<file path="src/rtl/tsc_seq_pkg.sv">
package tsc_seq_pkg;
   localparam int CMD_BITS = 8;

   typedef struct packed {
      logic [2:0] chan;
      logic       res8;
      logic       single;
      logic [1:0] pd;
   } ctrl_t;
endpackage

</file>
<file path="src/rtl/tsc_cmd_rx.sv">
module tsc_cmd_rx
   import tsc_seq_pkg::*;
#(
   parameter int RES_W = 12,
   parameter int LOW_W = 8
) (
   input  logic  dclk,
   input  logic  rst_n,
   input  logic  seq_rst_n,
   input  logic  din,
   output logic  launch,
   output logic  acq_win,
   output ctrl_t word_next,
   output ctrl_t fields
);
   localparam int CNT_W  = $clog2(CMD_BITS);
   localparam int SH_W   = CMD_BITS - 2;
   localparam int GAP_HI = RES_W + 3 - CMD_BITS;
   localparam int GAP_LO = LOW_W + 3 - CMD_BITS;
   localparam int HW     = $clog2(GAP_HI + 1);

   initial begin
      assert (LOW_W < RES_W) else $error("LOW_W must be below RES_W");
      assert (GAP_LO >= 1) else $error("LOW_W too small for frame overlap");
   end

   logic [CNT_W-1:0] cnt;
   logic [HW-1:0]    holdoff;
   logic [SH_W-1:0]  shreg;
   logic             hunt;

   assign hunt      = (cnt == '0) && (holdoff == '0);
   assign launch    = (cnt == CNT_W'(CMD_BITS - 1));
   assign acq_win   = (cnt >= CNT_W'(CMD_BITS - 3));
   assign word_next = ctrl_t'({shreg, din});

   always_ff @(posedge dclk or negedge seq_rst_n) begin
      if (!seq_rst_n) begin
         cnt     <= '0;
         holdoff <= '0;
         shreg   <= '0;
      end else if (launch) begin
         cnt     <= '0;
         holdoff <= word_next.res8 ? HW'(GAP_LO) : HW'(GAP_HI);
      end else if (cnt != '0) begin
         cnt   <= cnt + 1'b1;
         shreg <= {shreg[SH_W-2:0], din};
      end else if (holdoff != '0) begin
         holdoff <= holdoff - 1'b1;
      end else if (din) begin
         cnt <= CNT_W'(1);
      end
   end

   always_ff @(posedge dclk or negedge rst_n) begin
      if (!rst_n)      fields <= '0;
      else if (launch) fields <= word_next;
   end

   // zeros during the hunt leave the receiver hunting
   assert_hunt_ignore_R2: assert property (@(posedge dclk) disable iff (!seq_rst_n)
      (hunt && !din) |=> hunt);
   // no hunting directly after a word completes
   assert_no_early_start_R8: assert property (@(posedge dclk) disable iff (!seq_rst_n)
      launch |=> !hunt);
   // fields move only on a completed word
   assert_fields_hold_R9: assert property (@(posedge dclk) disable iff (!rst_n)
      !launch |=> $stable(fields));
endmodule

</file>
<file path="src/rtl/tsc_sar_core.sv">
module tsc_sar_core #(
   parameter int RES_W = 12,
   parameter int LOW_W = 8
) (
   input  logic             dclk,
   input  logic             seq_rst_n,
   input  logic             launch,
   input  logic             launch_res8,
   input  logic             acq_win,
   input  logic             cmp_in,
   output logic [RES_W-1:0] trial,
   output logic             track,
   output logic             busy,
   output logic             dout
);
   localparam int SW = $clog2(RES_W + 2);
   localparam int IW = $clog2(RES_W);
   localparam logic [SW-1:0] IDLE = SW'(RES_W + 1);

   initial begin
      assert (RES_W <= 16) else $error("RES_W above 16 unsupported");
      assert (LOW_W > 0 && LOW_W < RES_W) else $error("LOW_W out of range");
   end

   logic [SW-1:0]    nstep;
   logic [SW-1:0]    steps;
   logic             res8_q;
   logic             dec_en;
   logic [RES_W-1:0] sar;
   logic [IW-1:0]    sel_idx;
   logic             out_bit;

   assign steps  = res8_q ? SW'(LOW_W) : SW'(RES_W);
   assign dec_en = (nstep < steps);

   always_ff @(posedge dclk or negedge seq_rst_n) begin
      if (!seq_rst_n) begin
         nstep  <= IDLE;
         res8_q <= 1'b0;
      end else if (launch) begin
         nstep  <= '0;
         res8_q <= launch_res8;
      end else if (dec_en) begin
         nstep <= nstep + 1'b1;
      end else begin
         nstep <= IDLE;
      end
   end

   for (genvar b = 0; b < RES_W; b++) begin : g_bit
      logic q;
      logic cur;
      assign cur = dec_en && (nstep == SW'(RES_W - 1 - b));
      always_ff @(posedge dclk or negedge seq_rst_n) begin
         if (!seq_rst_n)  q <= 1'b0;
         else if (launch) q <= 1'b0;
         else if (cur)    q <= cmp_in;
      end
      assign sar[b]   = q;
      assign trial[b] = q | cur;
   end

   assign sel_idx = IW'(RES_W - int'(nstep));

   always_comb begin
      out_bit = 1'b0;
      if (nstep != '0 && nstep <= steps) out_bit = sar[sel_idx];
   end

   always_ff @(negedge dclk or negedge seq_rst_n) begin
      if (!seq_rst_n) begin
         track <= 1'b0;
         busy  <= 1'b0;
         dout  <= 1'b0;
      end else begin
         track <= acq_win;
         busy  <= (nstep == '0);
         dout  <= out_bit;
      end
   end

   // acquisition window is three clocks long
   assert_track_window_R3: assert property (@(negedge dclk) disable iff (!seq_rst_n)
      $rose(track) |=> track ##1 track ##1 !track);
   // busy lasts one clock
   assert_busy_pulse_R4: assert property (@(negedge dclk) disable iff (!seq_rst_n)
      busy |=> !busy);
   // hold and busy begin together
   assert_busy_at_hold_R4: assert property (@(negedge dclk) disable iff (!seq_rst_n)
      $fell(track) |-> busy);
   // step counter stays within the active range or idle
   assert_step_range_R5: assert property (@(posedge dclk) disable iff (!seq_rst_n)
      (nstep <= steps) || (nstep == IDLE));
endmodule

</file>
<file path="src/rtl/tsc_conv_seq.sv">
module tsc_conv_seq
   import tsc_seq_pkg::*;
#(
   parameter int RES_W = 12,
   parameter int LOW_W = 8
) (
   input  logic             dclk,
   input  logic             rst_n,
   input  logic             cs_n,
   input  logic             din,
   input  logic             cmp_in,
   output logic             dout,
   output logic             dout_oe,
   output logic             busy,
   output logic             busy_oe,
   output logic             track,
   output logic [RES_W-1:0] sar_trial,
   output logic [2:0]       chan_sel,
   output logic             res_8b,
   output logic             ref_single,
   output logic [1:0]       pwr_mode
);
   logic  seq_rst_n;
   logic  launch;
   logic  acq_win;
   ctrl_t word_next;
   ctrl_t fields;

   assign seq_rst_n = rst_n & ~cs_n;
   assign dout_oe   = ~cs_n;
   assign busy_oe   = ~cs_n;

   tsc_cmd_rx #(.RES_W(RES_W), .LOW_W(LOW_W)) u_rx (
      .dclk      (dclk),
      .rst_n     (rst_n),
      .seq_rst_n (seq_rst_n),
      .din       (din),
      .launch    (launch),
      .acq_win   (acq_win),
      .word_next (word_next),
      .fields    (fields)
   );

   tsc_sar_core #(.RES_W(RES_W), .LOW_W(LOW_W)) u_core (
      .dclk        (dclk),
      .seq_rst_n   (seq_rst_n),
      .launch      (launch),
      .launch_res8 (word_next.res8),
      .acq_win     (acq_win),
      .cmp_in      (cmp_in),
      .trial       (sar_trial),
      .track       (track),
      .busy        (busy),
      .dout        (dout)
   );

   assign chan_sel   = fields.chan;
   assign res_8b     = fields.res8;
   assign ref_single = fields.single;
   assign pwr_mode   = fields.pd;
endmodule

</file>
<file path="config.mk">
export PLATFORM = sky130hd
export DESIGN_NAME = tsc_conv_seq
export DESIGN_NICKNAME = d
export VERILOG_FILES = /design/src/rtl/tsc_seq_pkg.sv /design/src/rtl/tsc_cmd_rx.sv /design/src/rtl/tsc_sar_core.sv /design/src/rtl/tsc_conv_seq.sv
export SDC_FILE = /design/constraint.sdc
export NUM_CORES = 1
export LEC_CHECK = 0
export ABC_AREA = 1
export ABC_CLOCK_PERIOD_IN_PS = 6000
export BUFFER_PORTS_ARGS = -buffer_cell sky130_fd_sc_hd__buf_2
export CORE_AREA = 2 2 87 89
export CTS_CLUSTER_SIZE = 20
export DETAILED_ROUTE_END_ITERATION = 6
export DIE_AREA = 0 0 89 91
export PLACE_DENSITY = 0.5
export REMOVE_ABC_BUFFERS = 1
export SLEW_MARGIN = 30
export SYNTH_ARGS = -nofsm -noshare
export SYNTH_HDL_FRONTEND = slang
export SYNTH_SLANG_ARGS = --single-unit
</file>
<file path="constraint.sdc">
create_clock -name dclk -period 6 [get_ports dclk]
set_clock_uncertainty 0.05 [all_clocks]
set_input_delay 0.6 -clock dclk [delete_from_list [all_inputs] [get_ports dclk]]
set_output_delay 0.6 -clock dclk [all_outputs]
set_load 0.03 [all_outputs]
</file>
==> results of run 1 <==
metal layers:
layer,GRT usage,share of wire
met5,0,0
met4,0.0410,0.014
met3,0.0309,0.042
met2,0.190,0.46
met1,0.173,0.49
how the worst max path moves through the flow:
stage	startpoint	endpoint	slack, ns	depth (start not counted)
finish	u_core.nstep[0]	u_core.dout	1.20	8
global route	u_core.nstep[0]	u_core.dout	1.10	8
floorplan	rst_n	u_core.busy	0.69	2
CTS	u_core.nstep[0]	u_core.dout	1.22	8
detailed placement	u_core.nstep[0]	u_core.dout	1.22	8
global placement	u_core.nstep[0]	u_core.dout	1.29	8
synthesized netlist by cell type (all sizes together):
cell / number
inv: 40
o31ai: 1
dfrtp: 33
a21oi: 13
nor2: 23
o21ai: 21
nand2: 67
nor4: 2
dfrtn: 3
clkbuf: 2
nor3: 16
buf: 6
nand3: 15
dfstp: 3
ha: 11
stage by stage:
step	hold WS [ns]	std cells	cell area (um^2)	total power, mW	util
final	0.0700	384	2380	1.36	0.334
after global placement	0.399	376	2290	1.17	0.321
after detailed placement	0.398	376	2290	1.18	0.321
after global routing	0.0679	384	2380	1.49	0.334
after CTS	0.0674	384	2380	1.38	0.334
after floorplan	0.254	248	2010	0.991	-
power by group through the flow:
stage | clock, mW | combinational (mW) | sequential (mW)
2_1_floorplan | 0 | 0.473 | 0.518
3_3_place_gp | 0 | 0.679 | 0.487
3_5_place_dp | 0 | 0.691 | 0.485
4_1_cts | 0.202 | 0.694 | 0.482
5_1_grt | 0.214 | 0.778 | 0.498
6_report | 0.196 | 0.685 | 0.482
cells by family (layout without fill, tap and decap cells):
kind of cell	after synthesis	in the layout	share of synthesized area
flops	39	39	0.473
fa+ha+maj	11	11	0.0665
compound gates	35	35	0.0949
simple gates	123	123	0.265
buf+inv	48	77	0.100
registers in the layout, summed over array words and instances (netlist names):
name / flops
u_core.busy: 1
u_core.dout: 1
u_core.g_bit.q: 12
u_core.nstep: 4
u_core.res8_q: 1
u_core.track: 1
u_rx.cnt: 3
u_rx.fields: 7
u_rx.holdoff: 3
u_rx.shreg: 6
area by class of cell:
class | instances | area share
inverters | 40 | 0.0640
repair buffers | 29 | 0.0619
clock inverters | 1 | 0.00367
flip-flops and latches | 39 | 0.411
multi-input cells | 169 | 0.371
well taps | 99 | 0.0520
clock buffers | 7 | 0.0362
==> summary.txt, run 1 <==
Synthesis
  – Top cell type's share of synthesized area: 0.399
  – Yosys cell types: 26
  – Cell Area, Synth: 2070 um^2
  – Ranking of synthesized cells by area: dfrtp_1 (40%), nand2_1 (12%), ha_1 (6.7%)
  – Synth warn: 0
  – Post-Syn Instances: 256
  – Syn avg cell area: 8.08 um^2
  – Sequential share of the synthesized area: 0.473
  – Area leader, netlist: dfrtp_1
  – Register bit total from synthesis: 39

Routing
  – Post-Route WL: 4600 um
  – Post-DR vias/cell: 4.27
  – Drt first pass iters: 4
  – DR WL/cell: 12.0 um
  – Final antenna-violating net count: 0
  – Detailed router's first-iteration violation count: 39
  – DRC violations left: 0
  – DR vias: 1,639

Floorplan
  – Die height: 91 um
  – Rows: 31
  – Starting density of the core: 0.290
  – Die area: 8100 um^2
  – # IOs: 29
  – Width of the die: 89 um
  – Core Footprint: 7140 um^2

Placement
  – Hpwl dp: 3300 um
  – # port buffers: 28
  – Final GP Congestion: 0.898
  – Setup WS pre-CTS: 1.22 ns

Worst setup path
  – Crit-path slowest cell: dfstp_2
  – Reg2Reg Depth: 8
  – Max incr delay on CP: 0.66 ns
  – Crit path capture type: flip-flop
  – CP required: 3.11 ns
  – CP Cell Sequence: inv_2 > ha_1 > inv_1 > nand3_1 > nand3_1 > nand2_1 > nor2_1 > nor2_1
  – Reg2reg end: u_core.dout
  – Crit Path Class: reg -> reg
  – Crit path buf inv count: 2
  – Top delay family on crit path: flip-flops
  – Worst r2r src: u_core.nstep[0]
  – Worst EP arrival: 1.91 ns
  – Critical Path Start Type: flip-flop
  – Maximum fanout along the worst path: 12
  – Reg-to-reg slack, setup: 1.20 ns

Run
  – Number of max-cap violations: 0

STA
  – Worst setup margin: 1.20 ns
  – Final setup vio count: 0
  – Setup_tns: 0 ns
  – Fin. Hold Viols: 0
  – Worst slew pin tran: 0.895 ns
  – Slew margin rel.: 0.404
  – Final slew viol count: 0
  – RSZ-0062 raised after global routing: no

Clocking
  – Post-CTS Setup Bufs: 0
  – CTS max path bufs: 2
  – Clock net sink count: 39
  – Clock latency on the worst-skew pair: 0.30 ns
  – Cts bufs inserted: 5
  – Clock Tree Root: clkbuf_8
  – CTS tree: built
  – Post-CTS Hold Buffers: 0
  – Clock Pin Slew Worst Setup and Hold Paths: 0.08 ns
  – Quantity of gates resized following cts: 0
  – Htree depth: 2

Pwr
  – Pwr dens: 572 nW/um^2
  – Part of the power in combinational logic: 0.503
  – Net Switching: 0.664 mW
  – Sw Ratio: 0.487
  – Seq pwr share: 0.353
  – Peak supply drop: 262 uV
  – Pleak: 1.30 nW
  – Clock share of power: 0.144
  – Int Pwr: 0.698 mW

GRT
  – Largest net degree at the start of global routing: 33
  – Initial antenna violation count: 0
  – Total GRT Usage: 0.125
  – Grt ovf: 0
  – Vias in the first global route: 1,609
  – First-pass GRT wire length: 7820 um

Cells and area
  – Register Area: 980 um^2
  – Final nets: 300
  – # diodes: 0
  – Area occupied by multi-input gates: 885 um^2
  – # fillers: 802
  – Most common cell after layout, fill and taps aside: nand2_1
  – Layout cell share with drive strength beyond 1: 0.193
  – Commonest non-fill, non-tap cells in the layout: nand2_1 (65), inv_1 (36), dfrtp_1 (33)
  – Area Overhead vs Synth: 15.2%

Run status
  – Outcome: finished clean

Min path
  – Type of the most critical hold path: in -> async
Note: power is estimated with default switching activity, not from simulation.
==> run 2: changes to the inputs <==
--- a/config.mk
+++ b/config.mk
@@ -6,7 +6,7 @@
 export NUM_CORES = 1
 export LEC_CHECK = 0
 export ABC_AREA = 1
-export ABC_CLOCK_PERIOD_IN_PS = 6000
+export ABC_CLOCK_PERIOD_IN_PS = 4900
 export BUFFER_PORTS_ARGS = -buffer_cell sky130_fd_sc_hd__buf_2
 export CORE_AREA = 2 2 87 89
 export CTS_CLUSTER_SIZE = 20
==> constraint.sdc (replaced) <==
create_clock -name dclk -period 4.9 [get_ports dclk]
set_clock_uncertainty 0.05 [all_clocks]
set_input_delay 0.49 -clock dclk [delete_from_list [all_inputs] [get_ports dclk]]
set_output_delay 0.49 -clock dclk [all_outputs]
set_load 0.03 [all_outputs]
==> summary.txt, run 2 (synthesis gave the netlist of run 1 again) <==
Placement
  – Final GP Congestion: 0.903
  – # port buffers: 28
  – Hpwl dp: 3450 um
  – Post-DP Area: 2300 um^2

Cells and area
  – Largest Register: u_core.g_bit.q
  – Commonest non-fill, non-tap cells in the layout: nand2_1 (65), inv_1 (36), dfrtp_1 (33)
  – Final instance area: 2400 um^2
  – Final core occ: 0.336
  – Number of flip-flops in the largest register: 12
  – # diodes: 0
  – Final nets: 303
  – Most common cell after layout, fill and taps aside: nand2_1
  – Area Overhead vs Synth: 15.8%
  – # fillers: 790
  – Biggest regs: u_core.g_bit.q: 12 flops, u_rx.fields: 7 flops, u_rx.shreg: 6 flops
  – Layout cell share with drive strength beyond 1: 0.194

Worst setup path
  – Crit path capture type: flip-flop
  – Maximum fanout along the worst path: 12
  – Worst r2r src: u_core.nstep[0]
  – Reg-to-reg slack, setup: 0.69 ns
  – Critical Path End: u_core.dout
  – Reg2Reg Depth: 8
  – Crit Path Class: reg -> reg
  – CP startpoint: u_core.nstep[0]
  – Crit-path slowest cell: dfstp_2
  – Max incr delay on CP: 0.65 ns
  – CP required: 2.55 ns
  – Worst EP arrival: 1.86 ns
  – Critical Path Start Type: flip-flop
  – CP Cell Sequence: inv_2 > ha_1 > inv_1 > nand3_1 > nand3_1 > nand2_1 > nor2_1 > nor2_1
  – Reg2reg end: u_core.dout

Clocking
  – Clock latency on the worst-skew pair: 0.28 ns
  – Htree depth: 2
  – Clock net sink count: 39
  – Clock Pin Slew Worst Setup and Hold Paths: 0.08 ns
  – Clock Tree Root: clkbuf_8
  – CTS tree: built
  – Post-CTS Setup Bufs: 0
  – Cts bufs inserted: 5
  – CTS max path bufs: 2

Min path
  – Type of the most critical hold path: reg -> reg

STA
  – Slew margin rel.: 0.428
  – Final setup vio count: 0
  – Setup_tns: 0 ns
  – RSZ-0062 raised after global routing: no
  – Fin. Hold Viols: 0
  – Final slew viol count: 0
  – Worst slew pin tran: 0.858 ns
  – Hold_ws: 0.423 ns

GRT
  – Largest net degree at the start of global routing: 25
  – Vias in the first global route: 1,579
  – Initial antenna violation count: 0
  – First-pass GRT wire length: 7880 um
  – Total GRT Usage: 0.123
  – Grt ovf: 0

Pwr
  – Part of the power in combinational logic: 0.516
  – Net Switching: 0.802 mW
  – Pwr dens: 687 nW/um^2
  – Int Pwr: 0.845 mW
  – Peak supply drop: 274 uV
  – Sw Ratio: 0.487
  – Clock share of power: 0.130
  – Power, Total: 1.65 mW
  – Seq pwr share: 0.355
  – Pleak: 1.30 nW

Routing
  – DR WL/cell: 11.9 um
  – Final antenna-violating net count: 0
  – Detailed router's first-iteration violation count: 95
  – Post-Route WL: 4610 um
  – DRC violations left: 0
  – Drt first pass iters: 4
  – DR vias: 1,678
  – Post-DR vias/cell: 4.34

Floorplan
  – Die area: 8100 um^2
  – # IOs: 29
  – Width of the die: 89 um
  – Rows: 31
  – Die height: 91 um
  – Core Footprint: 7140 um^2
  – Starting density of the core: 0.290

Run
  – Number of max-cap violations: 0

Run status
  – Outcome: finished clean
==> run 2: per-layer routing <==
layer	vias to the layer above	wire [um]	global-route usage
met5	-	0	0
met4	0	68	0.0336
met3	6	237	0.0282
met2	46	2050	0.174
met1	755	2260	0.188
li1	871	-	-
==> run 2: worst min-delay path by stage <==
stage                    from        endpoint  slack, ns  depth (start not counted)
2_1_floorplan           rst_n  u_rx.fields[0]       0.14                          0
3_3_place_gp            rst_n  u_rx.fields[2]       0.29                          1
3_5_place_dp            rst_n  u_rx.fields[2]       0.29                          1
4_1_cts        u_rx.fields[6]  u_rx.fields[6]       0.43                          2
5_1_grt                   din   u_rx.shreg[0]       0.45                          3
6_report       u_rx.fields[6]  u_rx.fields[6]       0.42                          2
==> run 2: power by group through the flow <==
| stage | registers (mW) | clock network (mW) | logic [mW] |
|---|---|---|---|
| after floorplan | 0.635 | 0 | 0.579 |
| after global placement | 0.587 | 0 | 0.849 |
| after detailed placement | 0.589 | 0 | 0.857 |
| after CTS | 0.585 | 0.220 | 0.860 |
| after global routing | 0.605 | 0.235 | 0.968 |
| final | 0.584 | 0.214 | 0.849 |
==> run 2: cell type report <==
cell class,instances,area (um^2),share of cell area
Clock buffer,7,76.3,0.0318
Inverter,40,153,0.0637
Multi-Input combinational cell,169,885,0.369
Sequential cell,39,980,0.409
Tap cell,99,124,0.0517
Timing Repair Buffer,32,173,0.0720
Clock inverter,1,7.51,0.00313
==> run 2: worst max-delay path, delay by kind of cell (launching register included) <==
| family | cells | cell delay (ns) |
|---|---|---|
| DFF | 1 | 0.65 |
| adders and majority gates | 1 | 0.36 |
| and+or+nand+nor | 5 | 0.34 |
| buffers and inverters | 2 | 0.24 |
==> run 2: stage by stage <==
step / cells / worst slack (ns)
2_1_floorplan: 248 / 0.246
3_3_place_gp: 378 / 0.744
6_report: 387 / 0.690
5_1_grt: 387 / 0.555
3_5_place_dp: 378 / 0.683
4_1_cts: 387 / 0.682
==> run 2: repair_timing <==
action,4_1_cts,5_1_grt
gates resized for setup,0,0
hold endpoints to repair,7,0
hold buffers,1,0
